<file path="src/rtl/pinr_pkg.sv">
package pinr_pkg;
  // Strobes from control to datapath for the memory-reset hold register.
  typedef struct packed {
    logic track;   // power-good high: sample the memory-reset input
    logic freeze;  // power-good just fell: keep the held value
  } pinr_strobe_t;

  // One pad drive.
  typedef struct packed {
    logic oe;
    logic out;
  } pinr_drive_t;
endpackage

</file>
<file path="src/rtl/pinr_sync.sv">
module pinr_sync #(
  parameter int WIDTH = 3,
  parameter int STAGES = 2,
  parameter logic [WIDTH-1:0] RST_VAL = '0
) (
  input  logic             clk,
  input  logic             rst_n,
  input  logic [WIDTH-1:0] asyncIn,
  output logic [WIDTH-1:0] syncOut
);
  logic [WIDTH-1:0] stage [STAGES];

  genvar s;
  generate
    for (s = 0; s < STAGES; s++) begin : g_stage
      always_ff @(posedge clk or negedge rst_n) begin
        if (!rst_n) begin
          stage[s] <= RST_VAL;
        end else if (s == 0) begin
          stage[s] <= asyncIn;
        end else begin
          stage[s] <= stage[(s == 0) ? 0 : s-1];
        end
      end
    end
  endgenerate

  assign syncOut = stage[STAGES-1];
endmodule

</file>
<file path="src/rtl/pinr_ctrl.sv">
module pinr_ctrl
  import pinr_pkg::*;
(
  input  logic         clk,
  input  logic         rst_n,
  input  logic         pgoodSync,
  output pinr_strobe_t strobe
);
  logic pgoodPrev;

  always_ff @(posedge clk or negedge rst_n) begin
    if (!rst_n) pgoodPrev <= 1'b0;
    else        pgoodPrev <= pgoodSync;
  end

  always_comb begin
    strobe.track  = pgoodSync;
    strobe.freeze = pgoodPrev & ~pgoodSync;
  end

  AST_FREEZE_SINGLE: assert property (@(posedge clk) disable iff (!rst_n)
    strobe.freeze |=> !strobe.freeze);
  AST_STROBE_EXCL: assert property (@(posedge clk) disable iff (!rst_n)
    !(strobe.freeze && strobe.track));
endmodule

</file>
<file path="src/rtl/pinr_datapath.sv">
module pinr_datapath
  import pinr_pkg::*;
(
  input  logic         clk,
  input  logic         rst_n,
  input  pinr_strobe_t strobe,
  input  logic         cfgIo1Sel,
  input  logic         cfgGpo2PushPull,
  input  logic         cfgDc12RstEn,
  input  logic         userGpo1,
  input  logic         userGpo2,
  input  logic         userGpo3,
  input  logic         seqOvr1,
  input  logic         seqVal1,
  input  logic         seqOvr3,
  input  logic         seqVal3,
  input  logic         pin1Sync,
  input  logic         pin3Sync,
  output pinr_drive_t  drv1,
  output pinr_drive_t  drv2,
  output pinr_drive_t  drv3,
  output logic         dcReset
);
  logic heldLevel;
  logic level1, level2, level3;

  // Memory-reset hold register: cleared by power-on reset.
  always_ff @(posedge clk or negedge rst_n) begin
    if (!rst_n)             heldLevel <= 1'b0;
    else if (strobe.freeze) heldLevel <= heldLevel;
    else if (strobe.track)  heldLevel <= pin1Sync;
  end

  always_ff @(posedge clk or negedge rst_n) begin
    if (!rst_n) dcReset <= 1'b0;
    else        dcReset <= cfgDc12RstEn & ~pin3Sync;
  end

  always_comb begin
    level1 = seqOvr1 ? seqVal1 : userGpo1;
    level3 = seqOvr3 ? seqVal3 : userGpo3;
    level2 = cfgIo1Sel ? heldLevel : userGpo2;

    drv1.out = 1'b0;
    drv1.oe  = ~cfgIo1Sel & ~level1;

    drv3.out = 1'b0;
    drv3.oe  = ~cfgDc12RstEn & ~level3;

    if (cfgGpo2PushPull) begin
      drv2.oe  = 1'b1;
      drv2.out = level2;
    end else begin
      drv2.oe  = ~level2;
      drv2.out = 1'b0;
    end
  end

  AST_HOLD_WHILE_LOW: assert property (@(posedge clk) disable iff (!rst_n)
    !strobe.track |=> $stable(heldLevel));
  AST_TRACK_INPUT: assert property (@(posedge clk) disable iff (!rst_n)
    strobe.track |=> heldLevel == $past(pin1Sync));
endmodule

</file>
<file path="src/rtl/pmic_pin_router.sv">
module pmic_pin_router
  import pinr_pkg::*;
#(
  parameter int SYNC_STAGES = 2
) (
  input  logic clk,
  input  logic rst_n,
  input  logic cfgIo1Sel,
  input  logic cfgGpo2PushPull,
  input  logic cfgDc12RstEn,
  input  logic userGpo1,
  input  logic userGpo2,
  input  logic userGpo3,
  input  logic seqOvr1,
  input  logic seqVal1,
  input  logic seqOvr3,
  input  logic seqVal3,
  input  logic pgoodIn,
  input  logic pin1In,
  input  logic pin3In,
  output logic pin1Oe,
  output logic pin1Out,
  output logic pin2Oe,
  output logic pin2Out,
  output logic pin3Oe,
  output logic pin3Out,
  output logic dcReset
);
  localparam int NUM_ASYNC = 3;

  logic [NUM_ASYNC-1:0] syncBus;
  pinr_strobe_t strobe;
  pinr_drive_t  drv1, drv2, drv3;

  // bit 2 pgood (idle low), bit 1 pin3 (idle high), bit 0 pin1 (idle low)
  pinr_sync #(.WIDTH(NUM_ASYNC), .STAGES(SYNC_STAGES), .RST_VAL(3'b010)) u_sync (
    .clk(clk), .rst_n(rst_n),
    .asyncIn({pgoodIn, pin3In, pin1In}),
    .syncOut(syncBus)
  );

  pinr_ctrl u_ctrl (
    .clk(clk), .rst_n(rst_n), .pgoodSync(syncBus[2]), .strobe(strobe)
  );

  pinr_datapath u_dp (
    .clk(clk), .rst_n(rst_n), .strobe(strobe),
    .cfgIo1Sel(cfgIo1Sel), .cfgGpo2PushPull(cfgGpo2PushPull),
    .cfgDc12RstEn(cfgDc12RstEn),
    .userGpo1(userGpo1), .userGpo2(userGpo2), .userGpo3(userGpo3),
    .seqOvr1(seqOvr1), .seqVal1(seqVal1), .seqOvr3(seqOvr3), .seqVal3(seqVal3),
    .pin1Sync(syncBus[0]), .pin3Sync(syncBus[1]),
    .drv1(drv1), .drv2(drv2), .drv3(drv3), .dcReset(dcReset)
  );

  assign pin1Oe  = drv1.oe;
  assign pin1Out = drv1.out;
  assign pin2Oe  = drv2.oe;
  assign pin2Out = drv2.out;
  assign pin3Oe  = drv3.oe;
  assign pin3Out = drv3.out;

  AST_PIN1_OPEN_DRAIN: assert property (@(posedge clk) disable iff (!rst_n)
    !(pin1Oe && pin1Out));
  AST_PIN2_OD_NO_HIGH: assert property (@(posedge clk) disable iff (!rst_n)
    !cfgGpo2PushPull |-> !(pin2Oe && pin2Out));
  AST_PIN3_RELEASED: assert property (@(posedge clk) disable iff (!rst_n)
    cfgDc12RstEn |-> !pin3Oe);
  AST_DCRESET_ENABLED: assert property (@(posedge clk) disable iff (!rst_n)
    dcReset |-> $past(cfgDc12RstEn));
endmodule

</file>
<file path="config.mk">
export PLATFORM = sky130hd
export DESIGN_NAME = pmic_pin_router
export DESIGN_NICKNAME = d
export VERILOG_FILES = /design/src/rtl/pinr_pkg.sv /design/src/rtl/pinr_sync.sv /design/src/rtl/pinr_ctrl.sv /design/src/rtl/pinr_datapath.sv /design/src/rtl/pmic_pin_router.sv
export SDC_FILE = /design/constraint.sdc
export NUM_CORES = 1
export LEC_CHECK = 0
export BUFFER_PORTS_ARGS = -buffer_cell sky130_fd_sc_hd__buf_2
export CELL_PAD_IN_SITES_DETAIL_PLACEMENT = 2
export CELL_PAD_IN_SITES_GLOBAL_PLACEMENT = 2
export CORE_MARGIN = 4
export CORE_UTILIZATION = 21
export CTS_CLUSTER_SIZE = 12
export DETAILED_ROUTE_END_ITERATION = 8
export PLACE_DENSITY_LB_ADDON = 0.1
export SETUP_SLACK_MARGIN = 0.5
export SLEW_MARGIN = 20
export SYNTH_ARGS = -nofsm -noshare
export SYNTH_HDL_FRONTEND = slang
export SYNTH_SLANG_ARGS = --single-unit
</file>
<file path="constraint.sdc">
create_clock -name clk -period 1.86 [get_ports clk]
set_clock_uncertainty 0.2 [all_clocks]
set_input_delay 0.093 -clock clk [delete_from_list [all_inputs] [get_ports clk]]
set_output_delay 0.093 -clock clk [all_outputs]
set_load 0.02 [all_outputs]
</file>
Word-level counts from Yosys, hierarchy flattened
Index checks and enable logic that the tools add are counted.
{"block": "totals", "regBits": 9, "in_bits": 15, "out_inout_bits": 7, "wordCells": 22}
{"block": "op_classes", "n_mux": 4, "bitwise": 12, "n_reduce_logical": 1}
{"op": "$not A1 Y1", "count": 8}
{"op": "$and A1 B1 Y1", "count": 4}
{"op": "$mux W1", "count": 3}
{"op": "$mux W2", "count": 1}
{"op": "$reduce_and A2 Y1", "count": 1}

Depth between registers and ports, before layout
Gate-level depths: netlist of the first run.
{"block": "logic_depth", "depth_word": 4, "mapped_depth": 2, "depth_no_buf": 2}

By module
From an unflattened synthesis of the first run, not the netlist that was laid out.
{"block": "unflattened", "cells_unflattened": 27, "hier_area_um2": 375.4}
{"module": "pinr_sync", "instances": 1, "cells_per_inst": 9, "area_each_um2": 175.2, "seq_area_each_um2": 152.6}
{"module": "pinr_datapath", "instances": 1, "cells_per_inst": 15, "area_each_um2": 153.9, "seq_area_each_um2": 50.0}
{"module": "pinr_ctrl", "instances": 1, "cells_per_inst": 3, "area_each_um2": 46.3, "seq_area_each_um2": 25.0}

Least setup slack after synthesis of the first run
No wires, ideal clock.
{"block": "synth_timing", "kind": "input to output", "start": "in userGpo1", "end": "out pin1Oe", "arrival_ns": 0.726, "required_ns": 1.567, "slack_ns": 0.841, "path_stages": 2, "n_path_buf": 0, "path_cell_list": "nor2b_1 -> a211oi_1"}
{"block": "synth_via", "elab_chain_cells": 3}
{"item": "start: declaration", "line": "pmic_pin_router.sv:11", "rtl": "input logic userGpo1,"}
{"item": "$mux W1", "line": "pinr_datapath.sv:40", "rtl": "level1 = seqOvr1 ? seqVal1 : userGpo1;"}
{"item": "$not A1 Y1", "line": "pinr_datapath.sv:45", "rtl": "drv1.oe = ~cfgIo1Sel & ~level1;"}
{"item": "$and A1 B1 Y1", "line": "pinr_datapath.sv:45"}
{"item": "end: declaration", "line": "pmic_pin_router.sv:21", "rtl": "output logic pin1Oe,"}
Every way passes these cells.

Final worst setup path of the first run
{"block": "layout_timing", "start": "reg u_dp.heldLevel", "end": "out pin2Oe"}
{"block": "layout_via", "elab_chain_cells": 3}
{"item": "start: declaration", "line": "pinr_datapath.sv:24", "rtl": "logic heldLevel;"}
{"item": "start signal: assignment", "line": "pinr_datapath.sv:30", "rtl": "else if (strobe.freeze) heldLevel <= heldLevel;"}
{"item": "start signal: assignment", "line": "pinr_datapath.sv:31", "rtl": "else if (strobe.track) heldLevel <= pin1Sync;"}
{"item": "$mux W1", "line": "pinr_datapath.sv:42", "rtl": "level2 = cfgIo1Sel ? heldLevel : userGpo2;"}
{"item": "$not A1 Y1", "line": "pinr_datapath.sv:54", "rtl": "drv2.oe = ~level2;"}
{"item": "$mux W2", "line": "pinr_datapath.sv:50", "rtl": "if (cfgGpo2PushPull) begin"}
{"item": "end: declaration", "line": "pmic_pin_router.sv:23", "rtl": "output logic pin2Oe,"}
Every way passes these cells.

==> results.toml, run 1 <==
[synth]
synthTopCellsByArea = "dfrtp_1, dfstp_2, nor2b_1"
synth_top_area_frac = 0.5195
yosysSeqAreaShare = 0.7013
syn_area_sq_um = 289.0
yosysTopAreaCell = "dfrtp_1"
synth_cells = 20
avgSynthCellArea_sq_um = 14.45
ys_seq_elements = 8
yosysUniqueCellTypes = 9
yosysWarnings = 0

[cts]
clock_path_buffers = 2
post-cts-setup-buffers = 0
cts_sinks = 8
cts_tree = "built"
htreeDepth = 1
cts-buffers-inserted = 3
cts-root-buf = "clkbuf_4"
insertion_delay_ps = 240
path_clk_slew_ps = 50

[layout]
areaGrowthSynthToFinish_pct = 71.00
finish.instance_area_sq_um = 494.2
final_util = 0.3798
fillers = 148
diodes = 0
nets = 65
drive_above_1_share = 0.5102

[floorplan]
initial_core_util = 0.2221
die_y_um = 45.10
fp.dieArea_sq_mm = 0.002034
io_pins = 22
coreArea_sq_mm = 0.001301
dieWidth_um = 45.10
rows = 13

[route]
initialDrtViolationCount = 0
vias = 262
vias_per_cell = 4.094
drcViolationCount = 0
drtAntennaViolNets = 0
wl_per_cell_um = 11.91
drtPass1Iterations = 1
drt-total-wl_um = 762

[grt]
gr-total-overflow = 0
grt_pass1_wl_um = 1345
grt_pass1_vias = 312
grt_use_total = 0.09877
grt_max_degree = 6
antenna_found_initial = 0

[critical_path]
reg2reg_depth = 1
worstPathMaxFanout = 2
criticalPathCategory = "flip-flop to output pin"
cp-end-kind = "output pin"
rr_endpoint = "u_dp.heldLevel"
required_ps = 1570
rrSetupSlack_ps = 890
worst_setup_path_start_kind = "flip-flop"
reg2reg_from = "u_sync.syncOut[2]"
cp.arrival_ps = 1060

[sta]
slew_violations = 0
rsz0062_at_grt = "yes"
period_share = 0.7296
period_needed_ps = 1357
clock.fmax_mhz = 736.9
tns_ps = 0
finalHoldViolCount = 0
setup_ws_ps = 502.9
setup_violations = 0

[placement]
dpl_worst_slack_ps = 736.4
place_area_sq_um = 391.6
port_buffers = 19
gp_congestion = 0.6422

[power_and_ir_drop]
power.density_mw_per_mm2 = 791.2
total_leakage_power_nw = 0.2452
vdd_ir_drop_max_v = 0.0002877

[status]
outcome = "finished clean"

[run]
max_cap_violations = 0

[hold_path]
hold_path_class = "primary input to asynchronous set/reset pin"
==> flip-flops by register name (all words and copies together) (netlist names) <==
register,flops
u_dp.heldLevel,1
u_sync.stage,3
u_sync.syncOut,3
u_dp.dcReset,1
==> metal layers <==
| layer | part of all wire | track usage |
|---|---|---|
| met1 | 0.29 | 0.08168 |
| met2 | 0.58 | 0.1780 |
| met3 | 0.12 | 0.05976 |
| met4 | 0 | 0.05263 |
| met5 | 0 | 0 |
==> final cells by class <==
type,instances,area [sq um],share of cell area
flip-flops and latches,8,202.7,0.4101
repair buffers,26,171.4,0.3468
multi-input cells,11,75.07,0.1519
clock buffers,4,26.28,0.05316
well taps,15,18.77,0.03797
==> cell families after synthesis <==
| kind of cell | Yosys count | share of synthesized area |
|---|---|---|
| other cells | 1 | 0.01297 |
| mux | 2 | 0.07359 |
| buf+inv | 2 | 0.05193 |
| simple gates | 5 | 0.1082 |
| flops | 8 | 0.7013 |
| compound gates | 2 | 0.05193 |
==> critical path, stage by stage (launching register included) <==
cell     delay, ps
dfrtp_1        370
mux2i_1        180
or2_1          150
buf_6          120
==> synthesized netlist by cell type <==
cell and n:
conb_1 1, dfstp_2 2, a211oi_1 2, mux2i_1 1
or2_1 1, dfrtp_1 6, buf_4 2, nor2b_1 4
mux2_2 1
==> stage by stage <==
step / total power, mW / cells / hold WS, ps
after floorplan: 0.2181 / 21 / -402.6
after global placement: 0.2404 / 53 / -263.5
after detailed placement: 0.2440 / 53 / -259.1
after CTS: 0.4042 / 64 / 123.8
after global routing: 0.4267 / 64 / 153.9
final: 0.3910 / 64 / 136.3
==> power breakdown <==
group | internal (mW) | total [mW] | switching, mW
clock network | 0.0818 | 0.137 | 0.0554
registers | 0.186 | 0.189 | 0.00323
logic | 0.0341 | 0.0647 | 0.0306
==> worst max path at each step <==
| stage | to | startpoint | slack (ps) |
|---|---|---|---|
| 3_5_place_dp | pin2Oe | u_dp.heldLevel | 740 |
| 3_3_place_gp | pin2Oe | u_dp.heldLevel | 800 |
| 6_report | pin2Oe | u_dp.heldLevel | 500 |
| 5_1_grt | pin2Oe | u_dp.heldLevel | 410 |
| 4_1_cts | pin2Oe | u_dp.heldLevel | 470 |
| 2_1_floorplan | pin1Oe | userGpo1 | 840 |
==> what timing repair did <==
action                     CTS  global route
hold buffers                 7             0
resized for setup            2             0
pin swaps                    1             1
setup endpoints to repair    1             2
hold endpoints to repair    12             0
==> cell usage in the layout, fill, tap and decap left out <==
| master | count |
|---|---|
| clkbuf_4 | 3 |
| conb_1 | 2 |
| nor2b_1 | 4 |
| dfrtp_1 | 6 |
| mux2_2 | 1 |
| buf_2 | 18 |
| mux2i_1 | 1 |
| a211oi_1 | 2 |
| dlygate4sd3_1 | 7 |
| buf_6 | 1 |
| dfstp_2 | 2 |
| or2_1 | 1 |
| clkbuf_1 | 1 |
Power figures use the tool's default switching activity.
==> run 2, diff against run 1 <==
CORE_UTILIZATION = 18   (was 21)
clock period = 1.15 ns   (was 1.86 ns; I/O delays follow)
==> results.toml, run 2 (same netlist as run 1, synthesis figures left out) <==
[cts]
cts-root-buf = "clkbuf_4"
clock_path_buffers = 2
path_clk_slew_ps = 60
cts_tree = "built"
insertion_delay_ps = 250
holdBufCountCts = 1
htreeDepth = 1
cts_sinks = 8
cts-buffers-inserted = 3

[route]
topRoutingLayerUsed = "met3"
drtAntennaViolNets = 0
wl_per_cell_um = 11.22
met1_length_um = 166
drt-total-wl_um = 673
dr_wl_met3_um = 92
wl_met2_um = 415
vias_per_cell = 4.050
initialDrtViolationCount = 3
drcViolationCount = 0
vias = 243
drtPass1Iterations = 2

[grt]
gr-total-overflow = 0
grt_pass1_wl_um = 1097
grt_use_total = 0.07470
grt_pass1_vias = 309
grt_max_degree = 9
antenna_found_initial = 0

[power_and_ir_drop]
swShare = 0.2310
vdd_ir_drop_max_v = 0.0005414
total_leakage_power_nw = 0.2571
seqPwrFrac = 0.467
p_comb_frac = 0.199
clkPwrFrac = 0.334
internal_power_mw = 0.5065
power.density_mw_per_mm2 = 1236
p_switching_mw = 0.1521

[sta]
finalHoldViolCount = 10
period_share = 1.145
setup_ws_ps = -166.2
rsz0062_at_grt = "yes"
slew_violations = 0
setup_violations = 2
hold_slack_ps = -288.3
period_needed_ps = 1316
tns_ps = -297.8
clock.fmax_mhz = 759.8

[layout]
finish.instance_area_sq_um = 533.0
nets = 60
final_cells = 60
final_util = 0.3538
layout_common_cells = "buf_2, buf_6, dfrtp_1, clkbuf_4"
diodes = 0
drive_above_1_share = 0.7045
mostFrequentLayoutCell = "buf_2"
areaGrowthSynthToFinish_pct = 84.42

[critical_path]
cp-end-kind = "output pin"
required_ps = 890
criticalPathCategory = "flip-flop to output pin"
rrSetupSlack_ps = 70
reg2reg_depth = 2
reg2reg_from = "u_dp.heldLevel"
worst_setup_path_start_kind = "flip-flop"
rr_endpoint = "u_dp.heldLevel"
path_cells = "mux2i_1 -> or2_1 -> buf_6"
slowest_stage = "dfrtp_1"
max_stage_delay_ps = 380
cp.arrival_ps = 1060
worstPathMaxFanout = 2

[hold_path]
hold_path_class = "primary input to flip-flop"
min_to = "u_sync.stage[4]"
hold_start = "pin3In"
hold_depth = 1

[floorplan]
coreArea_sq_mm = 0.001506
fp.dieArea_sq_mm = 0.002311
rows = 14
io_pins = 22
initial_core_util = 0.1919
dieWidth_um = 48.07
die_y_um = 48.07

[placement]
place_area_sq_um = 432.9
port_buffers = 19
gp_congestion = 0.5263
dp.cells = 54
dpl_worst_slack_ps = 64.26

[status]
violations = "negative hold slack, negative setup slack"
outcome = "finished with violations"

[run]
max_cap_violations = 0
-- run 2: cell types whose count changed in the layout (fill, tap and decap cells not counted), sizes merged --
cell / delta
dlygate4sd3: -6
buf: +1
-- run 2: area by class of cell --
type	count	area (sq um)
clock buffers	4	26.28
fillers	173	973.4
multi-input cells	11	121.4
flip-flops and latches	8	202.7
well taps	16	20.02
repair buffers	21	162.7
-- run 2: worst max-delay path, delay by kind of cell, from the launching register on --
| kind | cells | cell delay [ps] |
|---|---|---|
| flip-flops | 1 | 380 |
| multiplexers | 1 | 180 |
| AND/OR/NAND/NOR | 1 | 140 |
| buffers and inverters | 1 | 110 |
-- run 2: repair_timing --
| item | CTS | global route |
|---|---|---|
| endpoints found under the setup margin | 10 | 10 |
| hold endpoints to repair | 12 | 10 |
| resized for setup | 15 | 1 |
| buffers inserted | 1 | 0 |
| pin swaps | 3 | 1 |
-- run 2: worst max path at each step --
stage,from,to,slack (ps)
2_1_floorplan,u_dp.heldLevel,pin2Oe,180
3_3_place_gp,u_dp.heldLevel,pin2Oe,130
3_5_place_dp,u_dp.heldLevel,pin2Oe,60
4_1_cts,u_dp.heldLevel,pin2Oe,-200
5_1_grt,u_dp.heldLevel,pin2Oe,-280
6_report,u_dp.heldLevel,pin2Oe,-170
-- run 2: routing by layer --
layer / track usage / vias to the layer above
met2: 0.1583 / 15
met1: 0.04535 / 121
met3: 0.04511 / 0
met4: 0.03226 / 0
li1: - / 107
met5: 0 / -
-- run 2: power by group through the flow --
stage / sequential, mW / combinational [mW] / clock, mW
floorplan: 0.311 / 0.0525 / 0
global placement: 0.309 / 0.0980 / 0
detailed placement: 0.311 / 0.102 / 0
CTS: 0.307 / 0.134 / 0.234
global route: 0.309 / 0.142 / 0.268
finish: 0.307 / 0.131 / 0.220
-- run 2: per-stage QoR --
stage	hold slack (ps)	power [mW]
final	-288.3	0.6586
after global routing	-320.4	0.7194
after CTS	-302.5	0.6751
after detailed placement	-296.0	0.4128
after global placement	-297.8	0.4072
after floorplan	-438.1	0.3637
